## config.mk

```make
export PLATFORM = sky130hd
export DESIGN_NAME = pcib_xlate
export DESIGN_NICKNAME = d
export VERILOG_FILES = /design/src/rtl/pcib_pkg.sv /design/src/rtl/pcib_decode.sv /design/src/rtl/pcib_regfile.sv /design/src/rtl/pcib_xlate.sv
export SDC_FILE = /design/constraint.sdc
export NUM_CORES = 2
export LEC_CHECK = 0
export ABC_AREA = 0
export BUFFER_PORTS_ARGS = -buffer_cell sky130_fd_sc_hd__buf_2
export CAP_MARGIN = 20
export CELL_PAD_IN_SITES_DETAIL_PLACEMENT = 1
export CELL_PAD_IN_SITES_GLOBAL_PLACEMENT = 1
export CORE_MARGIN = 4
export CORE_UTILIZATION = 30
export DETAILED_ROUTE_END_ITERATION = 16
export PLACE_DENSITY_LB_ADDON = 0.15
export SLEW_MARGIN = 20
export SYNTH_ARGS = -nofsm -noshare
export SYNTH_HDL_FRONTEND = slang
export SYNTH_SLANG_ARGS = --single-unit
export TNS_END_PERCENT = 50
```

## constraint.sdc

```tcl
create_clock -name clk -period 11.15 [get_ports clk]
set_clock_uncertainty 0.15 [all_clocks]
set_input_delay 1.115 -clock clk [delete_from_list [all_inputs] [get_ports clk]]
set_output_delay 1.115 -clock clk [all_outputs]
set_load 0.01 [all_outputs]
```

## src/rtl/pcib_pkg.sv

```systemverilog
package pcib_pkg;

    typedef enum logic [1:0] {
        WIN_NONE = 2'd0,
        WIN_REG  = 2'd1,
        WIN_MEM  = 2'd2,
        WIN_IO   = 2'd3
    } win_e;

    localparam logic [1:0] KIND_CFG = 2'd0;
    localparam logic [1:0] KIND_MEM = 2'd1;
    localparam logic [1:0] KIND_IO  = 2'd2;

    localparam logic [1:0] SZ_BYTE = 2'd0;
    localparam logic [1:0] SZ_HALF = 2'd1;
    localparam logic [1:0] SZ_WORD = 2'd2;

    localparam int          IDXW       = 8;
    localparam logic [9:0]  OFF_CADDR  = 10'h1C0;
    localparam logic [9:0]  OFF_MBASE  = 10'h1C4;
    localparam logic [9:0]  OFF_IOBASE = 10'h1C8;
    localparam logic [9:0]  OFF_DPORT  = 10'h220;
    localparam logic [IDXW-1:0] IDX_CADDR  = IDXW'(OFF_CADDR >> 2);
    localparam logic [IDXW-1:0] IDX_MBASE  = IDXW'(OFF_MBASE >> 2);
    localparam logic [IDXW-1:0] IDX_IOBASE = IDXW'(OFF_IOBASE >> 2);
    localparam logic [IDXW-1:0] IDX_DPORT  = IDXW'(OFF_DPORT >> 2);

endpackage

```

## src/rtl/pcib_decode.sv

```systemverilog
module pcib_decode
    import pcib_pkg::*;
#(
    parameter int                        ALIASES   = 2,
    parameter logic [ALIASES-1:0][31:0]  REG_BASES = {32'hFE20_0000, 32'h1E20_0000},
    parameter logic [ALIASES-1:0][31:0]  MEM_BASES = {32'hFD00_0000, 32'h1D00_0000},
    parameter logic [ALIASES-1:0][31:0]  IO_BASES  = {32'hFE24_0000, 32'h1E24_0000},
    parameter logic [31:0]               REG_SPAN  = 32'h0000_0224,
    parameter logic [31:0]               MEM_SPAN  = 32'h0100_0000,
    parameter logic [31:0]               IO_SPAN   = 32'h0004_0000
) (
    input  logic [31:0] addr,
    input  logic [1:0]  size,
    output win_e        win,
    output logic [31:0] offset
);

    logic [31:0] off_reg [ALIASES];
    logic [31:0] off_mem [ALIASES];
    logic [31:0] off_io  [ALIASES];
    logic        hit_reg [ALIASES];
    logic        hit_mem [ALIASES];
    logic        hit_io  [ALIASES];

    for (genvar a = 0; a < ALIASES; a++) begin : g_alias
        assign off_reg[a] = addr - REG_BASES[a];
        assign off_mem[a] = addr - MEM_BASES[a];
        assign off_io[a]  = addr - IO_BASES[a];
        assign hit_reg[a] = (addr >= REG_BASES[a]) && (off_reg[a] < REG_SPAN);
        assign hit_mem[a] = (addr >= MEM_BASES[a]) && (off_mem[a] < MEM_SPAN);
        assign hit_io[a]  = (addr >= IO_BASES[a])  && (off_io[a]  < IO_SPAN);
    end

    always_comb begin
        win    = WIN_NONE;
        offset = '0;
        for (int a = 0; a < ALIASES; a++) begin
            if (hit_mem[a]) begin win = WIN_MEM; offset = off_mem[a]; end
        end
        for (int a = 0; a < ALIASES; a++) begin
            if (hit_io[a])  begin win = WIN_IO;  offset = off_io[a];  end
        end
        for (int a = 0; a < ALIASES; a++) begin
            if (hit_reg[a]) begin win = WIN_REG; offset = off_reg[a]; end
        end
        if (size == 2'd3 || (win == WIN_REG && size != SZ_WORD)) begin
            win    = WIN_NONE;
            offset = '0;
        end
    end

endmodule

```

## src/rtl/pcib_regfile.sv

```systemverilog
module pcib_regfile
    import pcib_pkg::*;
#(
    parameter int          CFG_WORDS = 64,
    parameter logic [15:0] VENDOR_ID = 16'h1A2B,
    parameter logic [15:0] DEVICE_ID = 16'h350E
) (
    input  logic            clk,
    input  logic            rst_n,
    input  logic            wr_en,
    input  logic [IDXW-1:0] idx,
    input  logic [31:0]     wdata,
    output logic [31:0]     rd_data,
    output logic [31:0]     cfg_addr,
    output logic [31:0]     mem_base,
    output logic [31:0]     io_base
);

    localparam int CFG_AW = $clog2(CFG_WORDS);

    logic [31:0] cfg_q [CFG_WORDS];

    function automatic logic [31:0] init_word(input int i);
        case (i)
            0:       return {DEVICE_ID, VENDOR_ID};
            1:       return 32'h0290_0080;
            default: return 32'h0;
        endcase
    endfunction

    always_ff @(posedge clk) begin
        if (!rst_n) begin
            for (int i = 0; i < CFG_WORDS; i++) cfg_q[i] <= init_word(i);
            cfg_addr <= '0;
            mem_base <= '0;
            io_base  <= '0;
        end else if (wr_en) begin
            if (idx < IDXW'(CFG_WORDS))   cfg_q[idx[CFG_AW-1:0]] <= wdata;
            else if (idx == IDX_CADDR)    cfg_addr <= wdata;
            else if (idx == IDX_MBASE)    mem_base <= wdata;
            else if (idx == IDX_IOBASE)   io_base  <= wdata;
        end
    end

    always_comb begin
        if (idx < IDXW'(CFG_WORDS))  rd_data = cfg_q[idx[CFG_AW-1:0]];
        else if (idx == IDX_CADDR)   rd_data = cfg_addr;
        else                         rd_data = '0;
    end

    AST_CADDR_LOAD: assert property (@(posedge clk) disable iff (!rst_n)
        (wr_en && idx == IDX_CADDR) |=> (cfg_addr == $past(wdata)));

endmodule

```

## src/rtl/pcib_xlate.sv

```systemverilog
module pcib_xlate
    import pcib_pkg::*;
#(
    parameter int                        CFG_WORDS = 64,
    parameter logic [15:0]               VENDOR_ID = 16'h1A2B,
    parameter logic [15:0]               DEVICE_ID = 16'h350E,
    parameter int                        ALIASES   = 2,
    parameter logic [ALIASES-1:0][31:0]  REG_BASES = {32'hFE20_0000, 32'h1E20_0000},
    parameter logic [ALIASES-1:0][31:0]  MEM_BASES = {32'hFD00_0000, 32'h1D00_0000},
    parameter logic [ALIASES-1:0][31:0]  IO_BASES  = {32'hFE24_0000, 32'h1E24_0000}
) (
    input  logic        clk,
    input  logic        rst_n,
    input  logic        cpu_req,
    input  logic        cpu_we,
    input  logic [31:0] cpu_addr,
    input  logic [1:0]  cpu_size,
    input  logic [31:0] cpu_wdata,
    output logic        cpu_ack,
    output logic [31:0] cpu_rdata,
    output logic        dn_valid,
    input  logic        dn_ready,
    output logic [1:0]  dn_kind,
    output logic [31:0] dn_addr,
    output logic [1:0]  dn_size,
    output logic        dn_write,
    output logic [31:0] dn_wdata,
    input  logic        rsp_valid,
    output logic        rsp_ready,
    input  logic [31:0] rsp_data
);

    typedef enum logic [1:0] {
        ST_IDLE  = 2'd0,
        ST_ISSUE = 2'd1,
        ST_WAIT  = 2'd2,
        ST_DONE  = 2'd3
    } state_e;

    state_e state, state_nx;

    win_e            win;
    logic [31:0]     off;
    logic [IDXW-1:0] reg_idx;
    logic            is_dport, accept, go_down, rf_wr;
    logic [31:0]     rf_rdata, cfg_addr, mem_base, io_base;

    logic [1:0]  kind_q, size_q;
    logic [31:0] addr_q, wdata_q, rdata_q;
    logic        write_q;

    pcib_decode #(
        .ALIASES  (ALIASES),
        .REG_BASES(REG_BASES),
        .MEM_BASES(MEM_BASES),
        .IO_BASES (IO_BASES)
    ) u_dec (
        .addr  (cpu_addr),
        .size  (cpu_size),
        .win   (win),
        .offset(off)
    );

    assign reg_idx  = off[IDXW+1:2];
    assign is_dport = (win == WIN_REG) && (reg_idx == IDX_DPORT);
    assign accept   = (state == ST_IDLE) && cpu_req;
    assign go_down  = (win == WIN_MEM) || (win == WIN_IO) || is_dport;
    assign rf_wr    = accept && cpu_we && (win == WIN_REG) && !is_dport;

    pcib_regfile #(
        .CFG_WORDS(CFG_WORDS),
        .VENDOR_ID(VENDOR_ID),
        .DEVICE_ID(DEVICE_ID)
    ) u_rf (
        .clk     (clk),
        .rst_n   (rst_n),
        .wr_en   (rf_wr),
        .idx     (reg_idx),
        .wdata   (cpu_wdata),
        .rd_data (rf_rdata),
        .cfg_addr(cfg_addr),
        .mem_base(mem_base),
        .io_base (io_base)
    );

    // State register
    always_ff @(posedge clk) begin
        if (!rst_n) state <= ST_IDLE;
        else        state <= state_nx;
    end

    // Next state
    always_comb begin
        state_nx = state;
        unique case (state)
            ST_IDLE:  if (cpu_req)   state_nx = go_down ? ST_ISSUE : ST_DONE;
            ST_ISSUE: if (dn_ready)  state_nx = ST_WAIT;
            ST_WAIT:  if (rsp_valid) state_nx = ST_DONE;
            ST_DONE:                 state_nx = ST_IDLE;
        endcase
    end

    // Request payload and read data, captured once per access
    always_ff @(posedge clk) begin
        if (!rst_n) begin
            kind_q  <= KIND_CFG;
            addr_q  <= '0;
            size_q  <= SZ_BYTE;
            write_q <= 1'b0;
            wdata_q <= '0;
            rdata_q <= '0;
        end else if (accept) begin
            kind_q  <= (win == WIN_MEM) ? KIND_MEM : (win == WIN_IO) ? KIND_IO : KIND_CFG;
            addr_q  <= (win == WIN_MEM) ? off + mem_base :
                       (win == WIN_IO)  ? off + io_base  : cfg_addr;
            size_q  <= is_dport ? SZ_WORD : cpu_size;
            write_q <= cpu_we;
            wdata_q <= cpu_wdata;
            rdata_q <= (win == WIN_REG && !cpu_we && !is_dport) ? rf_rdata : '0;
        end else if (state == ST_WAIT && rsp_valid) begin
            rdata_q <= write_q ? '0 : rsp_data;
        end
    end

    // Outputs
    always_comb begin
        cpu_ack   = (state == ST_DONE);
        dn_valid  = (state == ST_ISSUE);
        rsp_ready = (state == ST_WAIT);
        cpu_rdata = rdata_q;
        dn_kind   = kind_q;
        dn_addr   = addr_q;
        dn_size   = size_q;
        dn_write  = write_q;
        dn_wdata  = wdata_q;
    end

    AST_HOLD_REQ: assert property (@(posedge clk) disable iff (!rst_n)
        (dn_valid && !dn_ready) |=> (dn_valid && $stable({dn_kind, dn_addr, dn_size, dn_write, dn_wdata})));
    AST_RSP_TO_ACK: assert property (@(posedge clk) disable iff (!rst_n)
        (rsp_ready && rsp_valid) |=> cpu_ack);
    AST_ACK_PULSE: assert property (@(posedge clk) disable iff (!rst_n)
        cpu_ack |=> !cpu_ack);
    AST_MISS_QUICK: assert property (@(posedge clk) disable iff (!rst_n)
        (accept && win == WIN_NONE) |=> (cpu_ack && cpu_rdata == 32'h0 && !dn_valid));
    AST_CFG_WORD: assert property (@(posedge clk) disable iff (!rst_n)
        (dn_valid && dn_kind == KIND_CFG) |-> (dn_size == SZ_WORD));

endmodule

```

==> parameters.txt <==
Parameter                              Value

Logic synthesis
  Post-synthesis cell type with the largest combined area ... sky130_fd_sc_hd__edfxtp_1
  Dominant cell by count in the synthesized netlist ... sky130_fd_sc_hd__and2_1
  Ranking of synthesized cells by instance count ... sky130_fd_sc_hd__and2_1, sky130_fd_sc_hd__edfxtp_1, sky130_fd_sc_hd__clkbuf_1
  Top area cells in the synthesized netlist ... sky130_fd_sc_hd__edfxtp_1, sky130_fd_sc_hd__and2_1, sky130_fd_sc_hd__dfxtp_1
  Syn. warnings ... 0
  Count of flip-flops with a built-in enable after synthesis ... 2048
  Synthesized area per cell ... 12.4 µm²
  Share of synthesized flip-flops with an asynchronous set or reset ... 0%
  Flop and latch count out of synthesis ... 2247
  Gate Count Post-Synth ... 8398
  Cell area after synthesis ... 0.104 mm²
  Post-synthesis sequential area ratio ... 63.1%
  Most frequently used flop master after synthesis ... sky130_fd_sc_hd__edfxtp_1
  Synth top area share ... 59.3%
  Synth unique cells ... 102

Route
  DRC violation total after the first TritonRoute iteration ... between 7k and 8k
  Total wire length ... 460000 µm
  Pre-Repair DR Iteration Count ... 5
  Number of vias in the routed layout ... 73.1k
  Drt wl/cell ... 34.8 µm
  Mean number of vias per cell ... 5.54
  DRC violations left ... 0
  Post-DRT Antenna Nets ... 0

Timing
  Setup-violating endpoint count in the final report ... 0
  Total Neg Setup Slack ... 0 ns
  Slew Limit Fails ... 0
  Hold Vio Cnt, Final ... 0
  Setup repair after global routing missed its margin ... no
  Period minus WS final ... 8.09 ns
  Period Utilization, post-route ... 72.6%
  Max frequency ... between 100 and 150 MHz
  Relative max-transition margin ... 9.43%
  Transition time at the pin with the least slew margin ... 1.35 ns

Placed design
  IO buf count ... between 200 and 250
  HPWL Detailed ... 283000 µm
  RD Place Congestion ... around 0.88

Cells and area
  Layout net count ... ~8.6k
  Proportion of layout cells with a drive suffix above 1 ... 15.5%
  Post-synthesis to final-layout area growth ... 15.5%

Clock tree
  Clk sinks ... 2247
  H-tree lvl count ... 5
  CTS clock-pin slew for the worst setup and hold paths ... 0.06 ns
  Later-pin clock latency in the skew report ... 0.91 ns
  Total CTS buffers ... 271
  Clock tree buffer depth ... 4
  CTS hold repair buffers ... 0
  Clock tree from TritonCTS ... yes
  Post-CTS Setup Inserts ... 0
  Clock Tree Root ... sky130_fd_sc_hd__clkbuf_16
  Cts repair resizes ... 0

Floorplan
  Die ar. ... 0.355 mm²
  Vertical die dimension ... 596 µm
  Die outline width ... 596 µm
  Number of placement rows ... 215
  IO Pins ... ~210
  Initial standard-cell utilization of the core ... 30.2%
  Core area ... 0.344 mm²

Pwr
  Switch share ... 24.9%
  Relative contribution of sequential cells to total power ... 49.3%
  Proportion of power drawn by combinational gates ... 6.7%
  Largest vdd supply drop ... about 120 µV
  Total chip power ... 19.6 mW
  Power share of the clock group ... between 40% and 50%
  LEAKAGE ... between 40 and 50 nW
  Internal power ... 14.7 mW
  Switching pwr ... slightly below 5 mW
  Power per standard cell area ... 164 mW/mm²

Outcome
  Outcome ... finished, final reports clean

Worst setup path
  Maximum fanout encountered on the critical timing path ... 80
  CP required ... 11.80 ns
  Critical Path AT ... between 8 and 9 ns
  R2R depth ... 12
  Worst Setup End Kind ... register
  Endpoint of the worst-slack reg-to-reg timing path ... u_rf.cfg_q[14][17]
  Critical setup path kind ... input port to register
  Launching point of the worst reg2reg path ... state[1]
  Reg-to-reg slack, setup ... roughly 5.7 ns
  Startpoint types ... input port

Hold path
  Min-Delay Path Depth ... 2
  Type of the tightest min-delay check ... register to register
  Source of the worst hold timing path ... dn_wdata[14]
  Hold-critical path endpoint ... dn_wdata[14]

Global routing
  Overflow after GRT ... 0
  Number of global-route vias before repair ... 73.5k
  Maximum number of pins on one net before global-route repair ... just over 80
  Initial antenna violation count ... 51
  First-pass GRT wire length ... roughly 630000 µm
  Overall global routing resource usage ... 25.1%

Flow run
  Max_cap viols ... 0
[how the worst max path moves through the flow]
stage	from	end	slack, ns	depth (start not counted)
after floorplan	cpu_addr[21]	u_rf.cfg_q[23][0]	3.66	18
final	cpu_addr[4]	cpu_rdata[18]	3.06	19
after detailed placement	cpu_addr[4]	cpu_rdata[7]	2.11	19
after global routing	cpu_addr[4]	dn_addr[20]	3.00	24
after CTS	cpu_addr[4]	cpu_rdata[7]	3.04	19
after global placement	cpu_addr[4]	cpu_rdata[22]	1.44	17
[cells in the final DEF (no fill, tap or decap), types with 23 or more instances in the layout]
cell type and count:
sky130_fd_sc_hd__xnor2_1 33, sky130_fd_sc_hd__and2_1 2056, sky130_fd_sc_hd__nor4_1 65, sky130_fd_sc_hd__mux4_2 98
sky130_fd_sc_hd__o211ai_1 23, sky130_fd_sc_hd__a32oi_1 28, sky130_fd_sc_hd__ha_1 72, sky130_fd_sc_hd__o21ai_4 64
sky130_fd_sc_hd__nor3_1 123, sky130_fd_sc_hd__diode_2 35, sky130_fd_sc_hd__clkinv_2 29, sky130_fd_sc_hd__a32o_1 42
sky130_fd_sc_hd__xor2_1 23, sky130_fd_sc_hd__a211oi_1 36, sky130_fd_sc_hd__a21oi_1 261, sky130_fd_sc_hd__or3_1 31
sky130_fd_sc_hd__a31oi_1 49, sky130_fd_sc_hd__nand2_1 565, sky130_fd_sc_hd__a21o_1 49, sky130_fd_sc_hd__a221oi_1 48
sky130_fd_sc_hd__o221ai_1 128, sky130_fd_sc_hd__clkbuf_1 71, sky130_fd_sc_hd__inv_1 32, sky130_fd_sc_hd__dfxtp_1 199
sky130_fd_sc_hd__buf_2 174, sky130_fd_sc_hd__nor2_1 267, sky130_fd_sc_hd__nand3_1 76, sky130_fd_sc_hd__edfxtp_1 2048
sky130_fd_sc_hd__mux2_2 117, sky130_fd_sc_hd__clkbuf_16 283, sky130_fd_sc_hd__mux2i_1 116, sky130_fd_sc_hd__nor2_2 53
sky130_fd_sc_hd__o22ai_1 360, sky130_fd_sc_hd__o21ai_0 136, sky130_fd_sc_hd__buf_4 342, sky130_fd_sc_hd__clkinv_1 64
[power by group through the flow]
stage               combinational, mW  clock (mW)  sequential (mW)
detailed placement               1.34           0             9.85
global route                     1.38        9.14             9.69
finish                           1.32        8.64             9.68
global placement                 1.32           0             9.84
CTS                              1.34        8.78             9.68
floorplan                       0.568           0             9.82
[cell families (layout without fill, tap and decap cells)]
family	Yosys count	in the layout	share of synthesized area [%]
simple gates	3401	3401	18.2
flops	2247	2247	63.1
compound gates	1429	1429	9.35
buf+inv	854	1056	3.45
mux	331	331	4.52
fa+ha+maj	79	79	0.936
xor+xnor	56	56	0.473
other cells	1	45	0.00361
[cell type report]
class	instances	area (µm²)
fillers	36423	224000
flip-flops and latches	2247	65500
multi-input cells	5306	36100
clock buffers	356	7380
well taps	4557	5700
repair buffers	538	3890
clock inverters	126	987
inverters	36	171
diodes	35	87.6
[metal layers]
metal,wire length [µm],global-route usage (%),vias to the layer above
li1,-,-,30722
met1,197000,34.3,39162
met2,216000,40.9,2642
met3,28600,3.24,555
met4,18000,8.57,8
met5,51,0,-
[metrics by stage]
stage	cell area, µm²	utilization [%]	hold WS [ns]	std cells	setup slack (ns)
2_1_floorplan	104000	-	0.291	8407	3.66
3_3_place_gp	111000	32.3	0.291	12673	1.44
3_5_place_dp	111000	32.4	0.299	12680	2.11
4_1_cts	120000	34.8	0.307	13162	3.04
5_1_grt	120000	34.8	0.321	13167	3.00
6_report	120000	34.9	0.303	13201	3.06
[worst max-delay path: stages]
cell and delay (ns):
sky130_fd_sc_hd__buf_2 0.10, sky130_fd_sc_hd__buf_4 0.21, sky130_fd_sc_hd__nor3_4 0.72, sky130_fd_sc_hd__o21ai_1 0.40, sky130_fd_sc_hd__or4_1 0.57, sky130_fd_sc_hd__or3_1 0.54, sky130_fd_sc_hd__o21a_1 0.27, sky130_fd_sc_hd__buf_4 0.20
sky130_fd_sc_hd__o211ai_4 0.20, sky130_fd_sc_hd__clkinv_16 0.39, sky130_fd_sc_hd__nand2_4 0.68, sky130_fd_sc_hd__buf_12 0.32, sky130_fd_sc_hd__buf_4 0.47, sky130_fd_sc_hd__o22ai_1 0.26, sky130_fd_sc_hd__nor3_1 0.24, sky130_fd_sc_hd__nand3_1 0.17
sky130_fd_sc_hd__a31oi_1 0.70, sky130_fd_sc_hd__o2111ai_1 0.64, sky130_fd_sc_hd__a21oi_1 0.31
[registers in the layout, indices dropped and copies added (netlist names)]
register,flops
u_rf.mem_base,32
dn_kind,2
dn_size,2
cpu_rdata,32
u_rf.cfg_addr,32
u_rf.io_base,32
u_rf.cfg_q,2048
dn_write,1
dn_wdata,32
dn_addr,32
state,2
(Power assumes the default switching activity.)
